<file path="config.mk">
export PLATFORM = sky130hd
export DESIGN_NAME = tdc_frontend_ctl
export DESIGN_NICKNAME = d
export VERILOG_FILES = /design/src/rtl/tdc_frontend_ctl.sv
export SDC_FILE = /design/constraint.sdc
export NUM_CORES = 1
export LEC_CHECK = 0
export BUFFER_PORTS_ARGS = -buffer_cell sky130_fd_sc_hd__buf_2
export CAP_MARGIN = 20
export CELL_PAD_IN_SITES_DETAIL_PLACEMENT = 1
export CELL_PAD_IN_SITES_GLOBAL_PLACEMENT = 1
export CORE_UTILIZATION = 40
export DETAILED_ROUTE_END_ITERATION = 12
export PLACE_DENSITY_LB_ADDON = 0.2
export SLEW_MARGIN = 30
export SYNTH_ARGS = -nofsm -noshare
export SYNTH_HDL_FRONTEND = slang
export SYNTH_SLANG_ARGS = --single-unit
</file>
<file path="constraint.sdc">
create_clock -name clk -period 1.8 [get_ports clk]
set_clock_uncertainty 0.1 [all_clocks]
set_input_delay 0.18 -clock clk [delete_from_list [all_inputs] [get_ports clk]]
set_output_delay 0.18 -clock clk [all_outputs]
set_load 0.02 [all_outputs]
</file>
<file path="src/rtl/tdc_frontend_ctl.sv">
module tdc_frontend_ctl #(
  parameter int CW = 8
) (
  input  logic          clk,
  input  logic          rst_n,
  input  logic          ev_a,
  input  logic          ev_b,
  input  logic          cal_req,
  input  logic          ip_ready,
  input  logic          rd_ack,
  output logic          gate_t1,
  output logic          gate_t2,
  output logic [CW-1:0] coarse,
  output logic          swap,
  output logic          cal_res,
  output logic          cal_long,
  output logic          busy,
  output logic          result_valid,
  output logic          err
);
  localparam logic [CW-1:0] CMAX = {CW{1'b1}};

  typedef enum logic [2:0] {IDLE, MEAS, CALG, WAITIP, DONE} st_t;
  st_t st;

  logic s_in, p_in, arm, run, q1s, q2s, q1p, q2p, ccnt;

  assign s_in = swap ? ev_b : ev_a;
  assign p_in = swap ? ev_a : ev_b;
  assign run  = (st == MEAS) || (st == IDLE && arm && s_in);

  assign gate_t1      = (st == CALG) || (run && s_in && !q2s);
  assign gate_t2      = (st == CALG) || (run && p_in && !q2p);
  assign busy         = (st != IDLE);
  assign result_valid = (st == DONE);

  always_ff @(posedge clk or negedge rst_n) begin
    if (!rst_n) begin
      arm <= 1'b0;
      q1s <= 1'b0; q2s <= 1'b0; q1p <= 1'b0; q2p <= 1'b0;
    end else begin
      arm <= !s_in;
      q1s <= run && s_in;
      q2s <= run && q1s;
      q1p <= run && p_in;
      q2p <= run && q1p;
    end
  end

  always_ff @(posedge clk or negedge rst_n) begin
    if (!rst_n) begin
      st       <= IDLE;
      coarse   <= '0;
      swap     <= 1'b0;
      cal_res  <= 1'b0;
      cal_long <= 1'b0;
      ccnt     <= 1'b0;
      err      <= 1'b0;
    end else begin
      case (st)
        IDLE: begin
          coarse <= '0;
          if (arm && s_in) begin
            st      <= MEAS;
            err     <= 1'b0;
            cal_res <= 1'b0;
          end else if (cal_req) begin
            st       <= CALG;
            err      <= 1'b0;
            cal_res  <= 1'b1;
            cal_long <= 1'b0;
            ccnt     <= 1'b0;
          end
        end
        MEAS: begin
          if (q2s && q2p) st <= WAITIP;
          else if (q2s) begin
            if (coarse == CMAX) begin
              err <= 1'b1;
              st  <= IDLE;
            end else coarse <= coarse + 1'b1;
          end
        end
        CALG: begin
          if (ccnt == cal_long) st <= WAITIP;
          else ccnt <= 1'b1;
        end
        WAITIP: if (ip_ready) st <= DONE;
        DONE: begin
          if (rd_ack) begin
            if (cal_res && !cal_long) begin
              cal_long <= 1'b1;
              ccnt     <= 1'b0;
              st       <= CALG;
            end else begin
              st <= IDLE;
              if (!cal_res) swap <= !swap;
            end
          end
        end
        default: st <= IDLE;
      endcase
    end
  end

  AST_RESULT_HELD: assert property (@(posedge clk) disable iff (!rst_n)
    result_valid && !rd_ack |=> result_valid);
  AST_QUIET_WHILE_HELD: assert property (@(posedge clk) disable iff (!rst_n)
    result_valid |-> !gate_t1 && !gate_t2);
  AST_ERR_ENDS_RUN: assert property (@(posedge clk) disable iff (!rst_n)
    $rose(err) |-> !busy && !result_valid);
  AST_SWAP_ON_READ_ONLY: assert property (@(posedge clk) disable iff (!rst_n)
    !(result_valid && rd_ack) |=> $stable(swap));
  AST_CAL_GATES_PAIRED: assert property (@(posedge clk) disable iff (!rst_n)
    busy && cal_res && !result_valid |-> gate_t1 == gate_t2);
  AST_WAIT_READY: assert property (@(posedge clk) disable iff (!rst_n)
    $rose(result_valid) |-> $past(ip_ready));
endmodule

</file>
[Word-level counts from Yosys, hierarchy flattened]
Index checks and enable logic that the tools add are counted.
Widths: inputs -> output; s select.
Storage, ports and cells
  register bits: 21
  input port bits: 7
  output and inout port bits: 16
  word-level logic and storage cells: 99
Operators by class
  $add $sub $neg: 1
  equal/unequal tests: 20
  mux-type cells: 32
  bitwise operators: 2
  reductions and logical operators: 32
Operators with widths (count)
  $mux 3: 8
  $mux 8: 3
  $ne 2x2->1 const B: 8
  $pmux 8 s2: 1
  $mux 1: 15
  $pmux 3 s5: 1
  $reduce_and 6->1: 2
  $logic_and 1x1->1: 11
  $reduce_and 5->1: 2
  $add 8x1->8 const B: 1
  $eq 8x8->1 const B: 1
  $reduce_and 4->1: 2
  $eq 3x2->1 const B: 2
  $ne 2x1->1 const B: 3
  $ne 3x2->1 const B: 2
  $reduce_bool 2->1: 3
  $reduce_bool 3->1: 2
  $logic_not 1->1: 5
  $pmux 1 s2: 2
  $eq 3x1->1 const B: 1
  $eq 3x3->1 const B: 1
  $logic_not 3->1: 1
  $logic_or 1x1->1: 3
  $ne 3x1->1 const B: 1
  other kinds (5): 6

[Logic depth before layout (Yosys ltp)]
  word-level depth: 7
  depth in mapped cells: 7
  mapped depth without buffers: 6

[Worst setup path after synthesis]
OpenSTA, ideal clock, no wires.
  path kind: register -> register
  start point: register coarse[0]
  end point: register st[0]
  library setup time: 0.126 ns
  arrival: 1.513 ns
  data required time: 1.574 ns
  slack: 0.061 ns
  stages on the path, launching flop included: 7
  buffers on the path: 0
  period minus slack after synthesis: 1.739 ns
  cells stage by stage: dfrtp_1 -> ha_1 -> nand3_1 -> nor2_2 -> o32ai_1 -> nor3_1 -> o32a_1
Between the ends
  cells in the longest elaborated chain, start to end: 3
RTL lines
  start: declaration: RTL line 13  | output logic [CW-1:0] coarse,
  start signal: assignment: RTL line 81  | end else coarse <= coarse + 1'b1;
  $eq 8x8->1: RTL line 78  | if (coarse == CMAX) begin
  $ne 3x1->1 (no line)
  $reduce_and 6->1 (no line)
  end signal: assignment: RTL line 76  | if (q2s && q2p) st <= WAITIP;
  end signal: assignment: RTL line 80  | st <= IDLE;
  end signal: assignment: RTL line 85  | if (ccnt == cal_long) st <= WAITIP;
  end: declaration: RTL line 24  | st_t st;
Every way passes these cells.
A chain may end at the register's enable or synchronous reset.

[Final worst setup path]
  start point: register swap
  end point: output gate_t2
Between the ends
  cells in the longest elaborated chain, start to end: 6
  elaborated cells on any way between the ends: 7
  classes of those cells: 2 x mux; 5 x reduce/logical
RTL lines
  start: declaration: RTL line 14  | output logic swap,
  start signal: assignment: RTL line 97  | if (!cal_res) swap <= !swap;
  $mux 1: RTL line 28  | assign s_in = swap ? ev_b : ev_a;
  $logic_and 1x1->1: RTL line 30  | assign run = (st == MEAS) || (st == IDLE && arm && s_in);
  $logic_or 1x1->1: RTL line 30
  $logic_and 1x1->1 (*) (2 in series): RTL line 33  | assign gate_t2 = (st == CALG) || (run && p_in && !q2p);
  $logic_or 1x1->1 (*): RTL line 33
  end: declaration: RTL line 12  | output logic gate_t2,
Every way passes the cells marked *; elsewhere a longest branch is shown, timed or not.

==> flow_summary.ini <==
[pwr]
clkPwrFrac_pct = 9.7
design_power_total_mw = 2.54
power.share.combinational_pct = 61.5
power_density_nw_per_um2 = 1610
seq_power_share_pct = 28.8
sw_frac_of_total_pct = 44.0
p_sw_mw = 1.12
power.internal_mw = 1.42
vdd.ir_drop.worst_mv = 1.15
power.static_leakage_nw = 0.748

[global_routing]
grt_util_met2_pct = 38.0
grt_util_met1_pct = 25.8
grt_most_used_layer = met2
grt_first_pass_wirelength_um = 5320
grt_usage_pct = 21.7
initial_antenna_violation_count = 0
grt_use_met3_pct = 2.76
number_of_global_route_vias_before_repair = 1125
grt_start_max_net_pins = 22
overflow = 0

[sta]
post_route_setup_tns_ns = -0.208
setup_slack_ns = -0.165
worst_slew_margin_rel_pct = 66.3
grt_setup_unrepaired = yes
max_freq_mhz = 509
final-hold-violation-count = 0
setup_violations = 2
final_min_period_over_clock_period_pct = 109
worst-slew-pin-transition_ns = 0.505
final-max-slew-violation-count = 0
post-route-min-period_ns = 1.96

[synth]
synthesis.area_um2 = 1180
synth-seq-area-share_pct = 44.4
synthTopCellsByArea = sky130_fd_sc_hd__dfrtp_1 44%, sky130_fd_sc_hd__nor2_1 5.1%, sky130_fd_sc_hd__o21ai_0 3.8%
yosys_warnings = 0
synth_most_common_cell = sky130_fd_sc_hd__dfrtp_1
postSynthCellCount = 128
synth-async-reset-ratio_pct = 100
post_synth_edffs = 0
netlist_top_cells_count = 21 x sky130_fd_sc_hd__dfrtp_1, 16 x sky130_fd_sc_hd__nor2_1, 9 x sky130_fd_sc_hd__o21ai_0
mappedNetlistNets = 136
yosys_most_used_dff = sky130_fd_sc_hd__dfrtp_1
yosys.area.top_type = sky130_fd_sc_hd__dfrtp_1
synth_top_area_share_pct = 44.4
syn_avg_cell_area_um2 = 9.26
postSynthRegisterBits = 21
ys_types = 46

[floorplan]
initial_core_util_pct = 42.6
die_area_um2 = 3180
design.portCount = 23
dieWidth_um = 56.4
chipHeight_um = 56.4
fp-row-count = 19
core_region_area_um2 = 2780

[clocking]
ctsLongestPathBuffers = 2
clk_pin_slew_worst_paths_ns = 0.13
htree_levels = 1
ctsRootBufferMaster = sky130_fd_sc_hd__clkbuf_4
tritoncts = done
numCtsBuffers = 3
cts_num_sinks = 21
insertion_delay_ns = 0.32

[worst_setup_path]
required_ns = 1.52
start_kind = flip-flop
critical_path.endpoint_type = output port
timing.reg2reg.setup_slack_ns = 0.04
path_cells = mux2i_4 > nor2b_4 > nor2_2 > nor3_1 > o21a_1 > buf_6
ff_to_ff_path_depth = 7
crit_path_end = gate_t2
maximum_cell_stage_delay_along_the_critical_path_ns = 0.46
critical_path_class = flip-flop to output port
crit_fanout = 3
crit_path_start = swap$_DFFE_PN0P_
worst-endpoint-arrival_ns = 1.68
max_stage_delay_cell_worst_path = sky130_fd_sc_hd__dfrtp_2
worstReg2RegEnd = st[0]$_DFFE_PN0P_
crit-reg2reg-launch = swap$_DFFE_PN0P_

[routing]
drc_errors = 0
routed_via_density = 5.76
totalWireLength_um = 3580
initialDrtViolationCount = 27
route.vias.total = 1176
post_drt_wl_per_cell_um = 17.6
drtAntennaViolNets = 0
drt-pass1-iter-count = 4

[place]
routabilityCongestion = 0.817
dp_hpwl_um = 2160
portBuffers = 22

[final_layout]
area_added_between_synthesis_and_finish_pct = 33.2
n_antenna_cell = 0
layout.area.seq_um2 = 529
finish.net_count = 182
multi_input_area_um2 = 659
drive_gt1_share_pct = 39.9
n_fill_cell = 334

[hold_path]
min_path_type = input pin to flip-flop

[flow_run]
cap_viol_max_count = 0

[outcome]
failed_checks = setup timing
outcome = finished, violations left
==> area by class of cell <==
cell class | instances | share of cell area (%)
inverter | 4 | 0.952
sequential | 21 | 33.5
timing repair buffer | 46 | 19.5
clock inverter | 1 | 0.317
clock buffer | 3 | 1.43
multi-input combinational | 98 | 41.8
tap | 31 | 2.46
==> worst max-delay path, delay by kind of cell, from the launching register on <==
family	cells	cell delay, ns
muxes	1	0.20
AOI/OAI and AO/OA	1	0.17
DFF	1	0.46
and+or+nand+nor	3	0.42
buffers and inverters	1	0.12
==> state kept, by name, indices dropped and copies added, names as in the netlist <==
register	flops
st	3
err	1
cal_long	1
coarse	8
q2p	1
swap	1
cal_res	1
arm	1
ccnt	1
q1s	1
q2s	1
q1p	1
==> worst min path at each step <==
stage | from | to | slack (ns) | depth (start not counted)
global route | ip_ready | st[2]$_DFFE_PN0P_ | 0.07 | 3
CTS | ip_ready | st[2]$_DFFE_PN0P_ | 0.03 | 3
global placement | rst_n | coarse[6]$_DFFE_PN0P_ | 0.07 | 1
finish | ip_ready | st[2]$_DFFE_PN0P_ | 0.05 | 3
floorplan | rst_n | arm$_DFF_PN0_ | -0.22 | 0
detailed placement | rst_n | coarse[6]$_DFFE_PN0P_ | 0.08 | 1
==> cell families after synthesis <==
group / synth area share (%)
flops: 44.4
buf+inv: 3.80
simple gates: 26.5
xor+xnor: 1.48
fa+ha+maj: 1.06
mux: 2.96
compound gates: 19.9
==> through the flow <==
stage,cells,util [%],area (um^2),hold WS (ns),setup WS [ns]
3_5_place_dp,182,48.5,1350,0.0782,-0.00176
6_report,204,56.7,1580,0.0516,-0.165
4_1_cts,192,52.7,1470,0.0319,-0.0580
2_1_floorplan,128,-,1180,-0.216,0.0613
5_1_grt,204,56.7,1580,0.0682,-0.219
3_3_place_gp,182,48.5,1350,0.0734,0.0966
==> power groups by stage <==
stage               sequential (mW)  combinational (mW)  clock, mW
finish                        0.732                1.56      0.248
global route                  0.745                1.68      0.274
CTS                           0.748                1.25      0.253
detailed placement            0.748                1.11          0
global placement              0.742                1.07          0
floorplan                     0.720               0.810          0
==> what timing repair did <==
| item | in CTS | in global routing |
|---|---|---|
| pin swaps | 0 | 2 |
| hold endpoints to repair | 23 | 0 |
| buffers inserted | 3 | 12 |
| resized for setup | 11 | 6 |
| cloned | 0 | 0 |
| hold buffers | 3 | 0 |
| endpoints found under the setup margin | 6 | 9 |
==> cells in the final DEF (no fill, tap or decap), types with 2 or more instances in the layout <==
cell type                       count
sky130_fd_sc_hd__inv_1              4
sky130_fd_sc_hd__nor3b_1            2
sky130_fd_sc_hd__buf_6              2
sky130_fd_sc_hd__nand2_1            8
sky130_fd_sc_hd__nand3_1            3
sky130_fd_sc_hd__dfrtp_1           18
sky130_fd_sc_hd__buf_4             20
sky130_fd_sc_hd__dfrtp_2            3
sky130_fd_sc_hd__nor2_1            14
sky130_fd_sc_hd__or3_1              2
sky130_fd_sc_hd__o21ai_0            9
sky130_fd_sc_hd__clkbuf_4           3
sky130_fd_sc_hd__nor2_2             2
sky130_fd_sc_hd__a21oi_1            8
sky130_fd_sc_hd__buf_2             20
sky130_fd_sc_hd__and2_1             3
sky130_fd_sc_hd__nor2_4             3
sky130_fd_sc_hd__nor2b_1            2
sky130_fd_sc_hd__nor3_1             5
sky130_fd_sc_hd__dlygate4sd3_1      3
sky130_fd_sc_hd__o21a_1             2
sky130_fd_sc_hd__and3_1             2
sky130_fd_sc_hd__nand3b_1           3
sky130_fd_sc_hd__o211ai_1           2
sky130_fd_sc_hd__a31oi_1            2
==> layer usage <==
metal / share of wire, % / up-vias
li1: - / 546
met1: 41 / 593
met2: 54 / 30
met3: 2.7 / 7
met4: 2.0 / 0
met5: 0 / -
No activity file was read; power rests on OpenSTA's default activity.
